===== config.mk =====
export PLATFORM = sky130hd
export DESIGN_NAME = bm_chan_regs
export DESIGN_NICKNAME = d
export VERILOG_FILES = /design/src/rtl/bm_regs_pkg.sv /design/src/rtl/bm_cmd_ctrl.sv /design/src/rtl/bm_status.sv /design/src/rtl/bm_base_ptr.sv /design/src/rtl/bm_chan_regs.sv
export SDC_FILE = /design/constraint.sdc
export NUM_CORES = 1
export LEC_CHECK = 0
export BUFFER_PORTS_ARGS = -buffer_cell sky130_fd_sc_hd__buf_2
export CORE_ASPECT_RATIO = 0.8
export CORE_MARGIN = 10
export CORE_UTILIZATION = 25
export DETAILED_ROUTE_END_ITERATION = 6
export PLACE_DENSITY_LB_ADDON = 0.25
export SYNTH_ARGS = -nofsm -noshare
export SYNTH_HDL_FRONTEND = slang
export SYNTH_HIERARCHICAL = 1
export SYNTH_SLANG_ARGS = --single-unit

===== constraint.sdc =====
create_clock -name clk -period 1.7 [get_ports clk]
set_input_delay 0.085 -clock clk [delete_from_list [all_inputs] [get_ports clk]]
set_output_delay 0.085 -clock clk [all_outputs]
set_load 0.005 [all_outputs]

===== src/rtl/bm_regs_pkg.sv =====
package bm_regs_pkg;
    localparam int unsigned PTR_W  = 32;
    localparam int unsigned BYTE_W = 8;

    localparam logic [1:0] SEL_CMD  = 2'd0;
    localparam logic [1:0] SEL_STAT = 2'd1;
    localparam logic [1:0] SEL_BASE = 2'd2;

    localparam int unsigned CMD_GO  = 0;
    localparam int unsigned CMD_DIR = 3;
    localparam logic [BYTE_W-1:0] CMD_KEEP = 8'h09;

    localparam int unsigned ST_ACT = 0;
    localparam int unsigned ST_ERR = 1;
    localparam int unsigned ST_INT = 2;

    typedef struct packed {
        logic act;
        logic err;
        logic intr;
        logic irq_prev;
    } stat_t;
endpackage


===== src/rtl/bm_cmd_ctrl.sv =====
module bm_cmd_ctrl
    import bm_regs_pkg::*;
(
    input  logic              clk,
    input  logic              rst,
    input  logic              wr_cmd,
    input  logic [BYTE_W-1:0] wbyte,
    input  logic              act_q,
    output logic [BYTE_W-1:0] cmd_q,
    output logic              go_set,
    output logic              go_clr,
    output logic              eng_start,
    output logic              eng_cancel
);
    typedef struct packed {
        logic [BYTE_W-1:0] cmd;
        logic              start_p;
        logic              cancel_p;
    } cmd_state_t;

    cmd_state_t st_d, st_q;

    assign go_set = wr_cmd &&  wbyte[CMD_GO] && !st_q.cmd[CMD_GO];
    assign go_clr = wr_cmd && !wbyte[CMD_GO] &&  st_q.cmd[CMD_GO];

    always_comb begin
        st_d          = st_q;
        st_d.start_p  = go_set && !act_q;
        st_d.cancel_p = go_clr;
        if (wr_cmd) begin
            st_d.cmd = wbyte & CMD_KEEP;
        end
    end

    always_ff @(posedge clk) begin
        if (rst) st_q <= '0;
        else     st_q <= st_d;
    end

    assign cmd_q      = st_q.cmd;
    assign eng_start  = st_q.start_p;
    assign eng_cancel = st_q.cancel_p;


    strobe_excl_chk: assert property (@(posedge clk) disable iff (rst)
        !(eng_start && eng_cancel));


    start_needs_go_chk: assert property (@(posedge clk) disable iff (rst)
        eng_start |-> cmd_q[CMD_GO]);
endmodule


===== src/rtl/bm_status.sv =====
module bm_status
    import bm_regs_pkg::*;
(
    input  logic              clk,
    input  logic              rst,
    input  logic              go_set,
    input  logic              go_clr,
    input  logic              wr_stat,
    input  logic [BYTE_W-1:0] wbyte,
    input  logic              eng_done,
    input  logic              eng_more,
    input  logic              eng_err,
    input  logic              drv_irq,
    output logic [BYTE_W-1:0] stat_q
);
    stat_t s_d, s_q;

    always_comb begin
        s_d          = s_q;
        s_d.irq_prev = drv_irq;
        if (eng_done) s_d.act = eng_more;
        if (go_set)   s_d.act = 1'b1;
        if (go_clr)   s_d.act = 1'b0;
        if (wr_stat && wbyte[ST_ERR]) s_d.err  = 1'b0;
        if (wr_stat && wbyte[ST_INT]) s_d.intr = 1'b0;
        if (eng_err)                  s_d.err  = 1'b1;
        if (drv_irq && !s_q.irq_prev) s_d.intr = 1'b1;
    end

    always_ff @(posedge clk) begin
        if (rst) s_q <= '0;
        else     s_q <= s_d;
    end

    always_comb begin
        stat_q         = '0;
        stat_q[ST_ACT] = s_q.act;
        stat_q[ST_ERR] = s_q.err;
        stat_q[ST_INT] = s_q.intr;
    end


    int_rise_chk: assert property (@(posedge clk) disable iff (rst)
        $rose(stat_q[ST_INT]) |-> $past(drv_irq));


    err_src_chk: assert property (@(posedge clk) disable iff (rst)
        $rose(stat_q[ST_ERR]) |-> $past(eng_err));
endmodule


===== src/rtl/bm_base_ptr.sv =====
module bm_base_ptr
    import bm_regs_pkg::*;
(
    input  logic             clk,
    input  logic             rst,
    input  logic             wr_base,
    input  logic [PTR_W-1:0] wdata,
    input  logic [1:0]       off,
    input  logic [1:0]       size,
    input  logic             go_set,
    output logic [PTR_W-1:0] base_q,
    output logic [PTR_W-1:0] ptr_q
);
    localparam int unsigned SH_W = $clog2(PTR_W);

    typedef struct packed {
        logic [PTR_W-1:0] base;
        logic [PTR_W-1:0] ptr;
    } ptr_state_t;

    ptr_state_t p_d, p_q;
    logic [PTR_W-1:0] lane_mask;
    logic [SH_W-1:0]  sh;

    always_comb begin
        case (size)
            2'd0:    lane_mask = PTR_W'(32'h0000_00FF);
            2'd1:    lane_mask = PTR_W'(32'h0000_FFFF);
            default: lane_mask = '1;
        endcase
        sh = SH_W'({off, 3'b000});
    end

    always_comb begin
        p_d = p_q;
        if (wr_base) begin
            p_d.base = (p_q.base & ~(lane_mask << sh))
                     | ((wdata & lane_mask) << sh);
            p_d.base[1:0] = 2'b00;
        end
        if (go_set) p_d.ptr = p_q.base;
    end

    always_ff @(posedge clk) begin
        if (rst) p_q <= '0;
        else     p_q <= p_d;
    end

    assign base_q = p_q.base;
    assign ptr_q  = p_q.ptr;


    ptr_align_chk: assert property (@(posedge clk) disable iff (rst)
        !$stable(ptr_q) |-> (ptr_q[1:0] == 2'b00));
endmodule


===== src/rtl/bm_chan_regs.sv =====
module bm_chan_regs
    import bm_regs_pkg::*;
(
    input  logic             clk,
    input  logic             rst,
    input  logic             reg_wr,
    input  logic             reg_rd,
    input  logic [1:0]       reg_sel,
    input  logic [1:0]       reg_off,
    input  logic [1:0]       reg_size,
    input  logic [PTR_W-1:0] reg_wdata,
    output logic [PTR_W-1:0] reg_rdata,
    output logic             eng_start,
    output logic             eng_cancel,
    output logic             xfer_dir,
    output logic [PTR_W-1:0] cur_ptr,
    input  logic             eng_done,
    input  logic             eng_more,
    input  logic             eng_err,
    input  logic             drv_irq,
    output logic             host_irq
);
    typedef struct packed {
        logic [PTR_W-1:0] rdata;
    } rd_state_t;

    rd_state_t r_d, r_q;

    logic [BYTE_W-1:0] cmd_q, stat_q;
    logic [PTR_W-1:0]  base_q;
    logic              go_set, go_clr;
    logic              wr_cmd, wr_stat, wr_base;
    logic [PTR_W-1:0]  rd_mask;

    assign wr_cmd  = reg_wr && (reg_sel == SEL_CMD);
    assign wr_stat = reg_wr && (reg_sel == SEL_STAT);
    assign wr_base = reg_wr && (reg_sel == SEL_BASE);

    bm_cmd_ctrl u_cmd (
        .clk        (clk),
        .rst        (rst),
        .wr_cmd     (wr_cmd),
        .wbyte      (reg_wdata[BYTE_W-1:0]),
        .act_q      (stat_q[ST_ACT]),
        .cmd_q      (cmd_q),
        .go_set     (go_set),
        .go_clr     (go_clr),
        .eng_start  (eng_start),
        .eng_cancel (eng_cancel)
    );

    bm_status u_stat (
        .clk      (clk),
        .rst      (rst),
        .go_set   (go_set),
        .go_clr   (go_clr),
        .wr_stat  (wr_stat),
        .wbyte    (reg_wdata[BYTE_W-1:0]),
        .eng_done (eng_done),
        .eng_more (eng_more),
        .eng_err  (eng_err),
        .drv_irq  (drv_irq),
        .stat_q   (stat_q)
    );

    bm_base_ptr u_base (
        .clk     (clk),
        .rst     (rst),
        .wr_base (wr_base),
        .wdata   (reg_wdata),
        .off     (reg_off),
        .size    (reg_size),
        .go_set  (go_set),
        .base_q  (base_q),
        .ptr_q   (cur_ptr)
    );

    always_comb begin
        case (reg_size)
            2'd0:    rd_mask = PTR_W'(32'h0000_00FF);
            2'd1:    rd_mask = PTR_W'(32'h0000_FFFF);
            default: rd_mask = '1;
        endcase
    end

    always_comb begin
        r_d = r_q;
        if (reg_rd) begin
            case (reg_sel)
                SEL_CMD:  r_d.rdata = PTR_W'(cmd_q);
                SEL_STAT: r_d.rdata = PTR_W'(stat_q);
                SEL_BASE: r_d.rdata = (base_q >> {reg_off, 3'b000}) & rd_mask;
                default:  r_d.rdata = '0;
            endcase
        end
    end

    always_ff @(posedge clk) begin
        if (rst) r_q <= '0;
        else     r_q <= r_d;
    end

    assign reg_rdata = r_q.rdata;
    assign xfer_dir  = cmd_q[CMD_DIR];
    assign host_irq  = drv_irq;


    start_load_chk: assert property (@(posedge clk) disable iff (rst)
        eng_start |-> (stat_q[ST_ACT] && cur_ptr == $past(base_q)));


    cancel_idle_chk: assert property (@(posedge clk) disable iff (rst)
        eng_cancel |-> !stat_q[ST_ACT]);
endmodule


==> results.ini <==
[outcome]
status = finished, final reports clean

[floorplanning]
die_h_um = 144
die_w_um = 175
io_pins = 114
initial_core_util = 0.254
core_um2 = 18900
die_area_um2 = 25200
row_count = 45

[pwr]
power_density_nw_per_um2 = 854
power_leakage_nw = 2.54
ir_worst_vdd_uv = 421

[synth]
synth_seq_cells = 100
synth_area_um2 = 4800
synth_top_family_by_area = compound AO/OA/AOI/OAI gates
synth-simple-area-share = 0.124
synthXorXnorAreaFrac = 0
synth_flop_cell = dfxtp_1
synth-seq-area-share = 0.417
syn_avg_cell_area_um2 = 9.71
synth_compound_area_frac = 0.191
synth_cells = 494
yosysUniqueCellTypes = 48
synthMuxAreaShare = 0.184
synth_edf_count = 0
async_reset_ff_frac = 0
synth_fa_ha_area_frac = 0
yosys_warnings = 6

[route]
first_pass_iters = 5
drt_iter0_drc = 273
via_per_inst = 4.76
post_drt_wl_per_cell_um = 19.4
ant_nets = 0
route.detailed.drc = 0
vias = 4191
drt-total-wl_mm = 17.0

[place]
hpwl_mm = 13.4
place_inst = 855
place.gp.congestion = 0.857
io_buffers = 111

[timing]
rsz0062_at_grt = false
finalSetupViolCount = 0
drv_slew = 0
skew_ns = 0.00515
finalCritPeriodShare = 0.865
holdWs_ns = 0.0264
final_hold_viol_count = 0
worst_pin_slew_ns = 0.579
fmax_mhz = 680
slew_headroom = 0.612
min_period_ns = 1.47

[critical_path]
timing.rr.start = u_base/base_q[14]$_SDFFE_PP0P_
cp-end-kind = flip-flop
critPathTopFamily = simple AND/OR/NAND/NOR gates
r2r_cells = 3
cpMaxStageDelayCell = and2_1
crit_type = primary input to flip-flop
slowest_delay_ns = 0.29
crit_required_ns = 1.97
r2r_setup_slack_ns = 0.34
crit_fanout = 8
rr_endpoint = reg_rdata[6]$_SDFFE_PP0P_
cp_data_arrival_time_ns = 1.74
critical_path.cell_chain = buf_2 > clkinv_1 > nor3b_1 > buf_4 > nor2b_2 > buf_4 > and2_1 > a22oi_1 > a21oi_1
cp-start-kind = primary input
cp_num_buf_inv = 4
critPathMostFrequentCell = buf_4

[run]
drv_cap = 0

[cells_and_area]
final_nets = 663
syn_to_final_growth_pct = 27.2
fillers = 2031
drive_above_1_share = 0.336
diodes = 0
stdcell_count = 880
multiInputGateArea_um2 = 2450
seq_area_um2 = 2000

[hold_path]
hold_end = u_base/base_q[18]$_SDFFE_PP0P_
hp-start = reg_wdata[10]
hold_path_class = primary input to flip-flop
holdPathStages = 2

[clock_tree]
clock_latency_ns = 0.34
cts_tree = yes
cts_resized = 0
htree_levels = 3
path_clk_slew_ns = 0.07
clk_path_buf_depth = 2
cts_root_buf = clkbuf_16
cts_buffers = 9
clkSinkCount = 100

[global_routing]
grt_pass1_vias = 4354
antenna_found_initial = 0
grt_pass1_wl_mm = 26.0
grt_overflow_total = 0
grtUsageTotal = 0.134
grt_max_degree = 38

## worst max path at each step
stage | from | to | slack (ns) | cells after the start
after floorplan | reg_sel[1] | u_base/base_q[2]$_SDFFE_PP0P_ | 0.008 | 8
after global placement | reg_sel[1] | u_base/base_q[27]$_SDFFE_PP0P_ | -0.09 | 9
after detailed placement | reg_sel[1] | u_base/base_q[27]$_SDFFE_PP0P_ | -0.05 | 9
after CTS | reg_sel[1] | u_base/base_q[27]$_SDFFE_PP0P_ | 0.28 | 9
after global routing | reg_sel[1] | u_base/base_q[27]$_SDFFE_PP0P_ | 0.11 | 9
final | reg_sel[1] | u_base/base_q[27]$_SDFFE_PP0P_ | 0.23 | 9
## area by class of cell
cell class,count,share of cell area
sequential,100,0.328
multi-input combinational,343,0.402
clock inverter,6,0.0144
clock buffer,10,0.0392
timing repair buffer,158,0.161
inverter,5,0.00308
tap,258,0.0529
## Yosys cell counts (2+ instances only)
cell       instances  area (um^2)
a21oi_1           27          135
a221o_1            7         70.1
a222oi_1           7         70.1
a22o_1             8         70.1
a22oi_1           24          180
a31oi_1            2         12.5
a32oi_1            8         70.1
and2_1             2         12.5
and2b_1            2         15.0
and3b_1            3         26.3
buf_2             13         65.1
buf_4             22          165
buf_6              5         56.3
clkbuf_1          16         60.1
clkinv_1           2         7.51
conb_1             3         11.3
dfxtp_1          100         2000
inv_1              3         11.3
mux2_2            21          236
mux2_4            11          165
mux2i_1           48          480
nand2_1           26         97.6
nand2b_1           2         12.5
nand4b_1           8         70.1
nor2_1            64          240
nor2b_1            4         25.0
nor3b_1            2         15.0
nor3b_2            2         25.0
nor3b_4            2         37.5
o21ai_0           24          120
o21ai_1            3         15.0
o2bb2ai_1          7         61.3
## worst reg2reg max path, cell delays in order, from the launching register on
cell,delay (ns)
dfxtp_1,0.38
mux2_4,0.30
a222oi_1,0.44
a21oi_1,0.12
## stage by stage
stage / cell area, um^2 / util / TNS [ns] / power [mW] / worst slack [ns]
global route: 6100 / 0.323 / 0 / 5.41 / 0.105
finish: 6100 / 0.323 / 0 / 5.21 / 0.229
global placement: 5690 / 0.301 / -0.287 / 3.01 / -0.0895
floorplan: 4840 / - / 0 / 2.81 / 0.00782
CTS: 6100 / 0.323 / 0 / 5.27 / 0.275
detailed placement: 5690 / 0.301 / -0.0555 / 3.02 / -0.0467
## registers in the layout, indices dropped and copies added, names as in the netlist
register,count
u_stat/s_q,1
u_base/base_q,30
u_cmd/eng_start,1
reg_rdata,32
u_stat/stat_q,3
u_base/ptr_q,30
u_cmd/eng_cancel,1
u_cmd/cmd_q,2
## kinds of logic (layout without fill, tap and decap cells)
family | after synthesis | in the layout
AO/OA/AOI/OAI | 128 | 128
buffers and inverters | 63 | 179
flip-flops | 100 | 100
multiplexers | 80 | 80
other | 3 | 15
AND/OR/NAND/NOR | 120 | 120
## where the power goes
| part | internal (mW) | total (mW) | switching (mW) |
|---|---|---|---|
| combinational | 0.248 | 0.580 | 0.333 |
| sequential | 2.38 | 2.41 | 0.0280 |
| clock | 1.33 | 2.22 | 0.893 |
## placed cells by master, fill, tap and decap left out, types with 15 or more instances in the layout
cell type / count
buf_2: 111
dfxtp_1: 100
nor2_1: 64
mux2i_1: 48
buf_4: 34
a21oi_1: 27
nand2_1: 26
o21ai_0: 24
a22oi_1: 24
mux2_2: 21
conb_1: 15
## metal layers
metal,share of wire,global-route usage
met2,0.43,0.203
met4,0.0048,0.0249
met3,0.077,0.0417
met1,0.49,0.183
met5,0,0
## what timing repair did
action / CTS / global route
buffers inserted: 0 / 0
hold endpoints to repair: 9 / 0
hold buffers: 9 / 0
(Power assumes the default switching activity.)
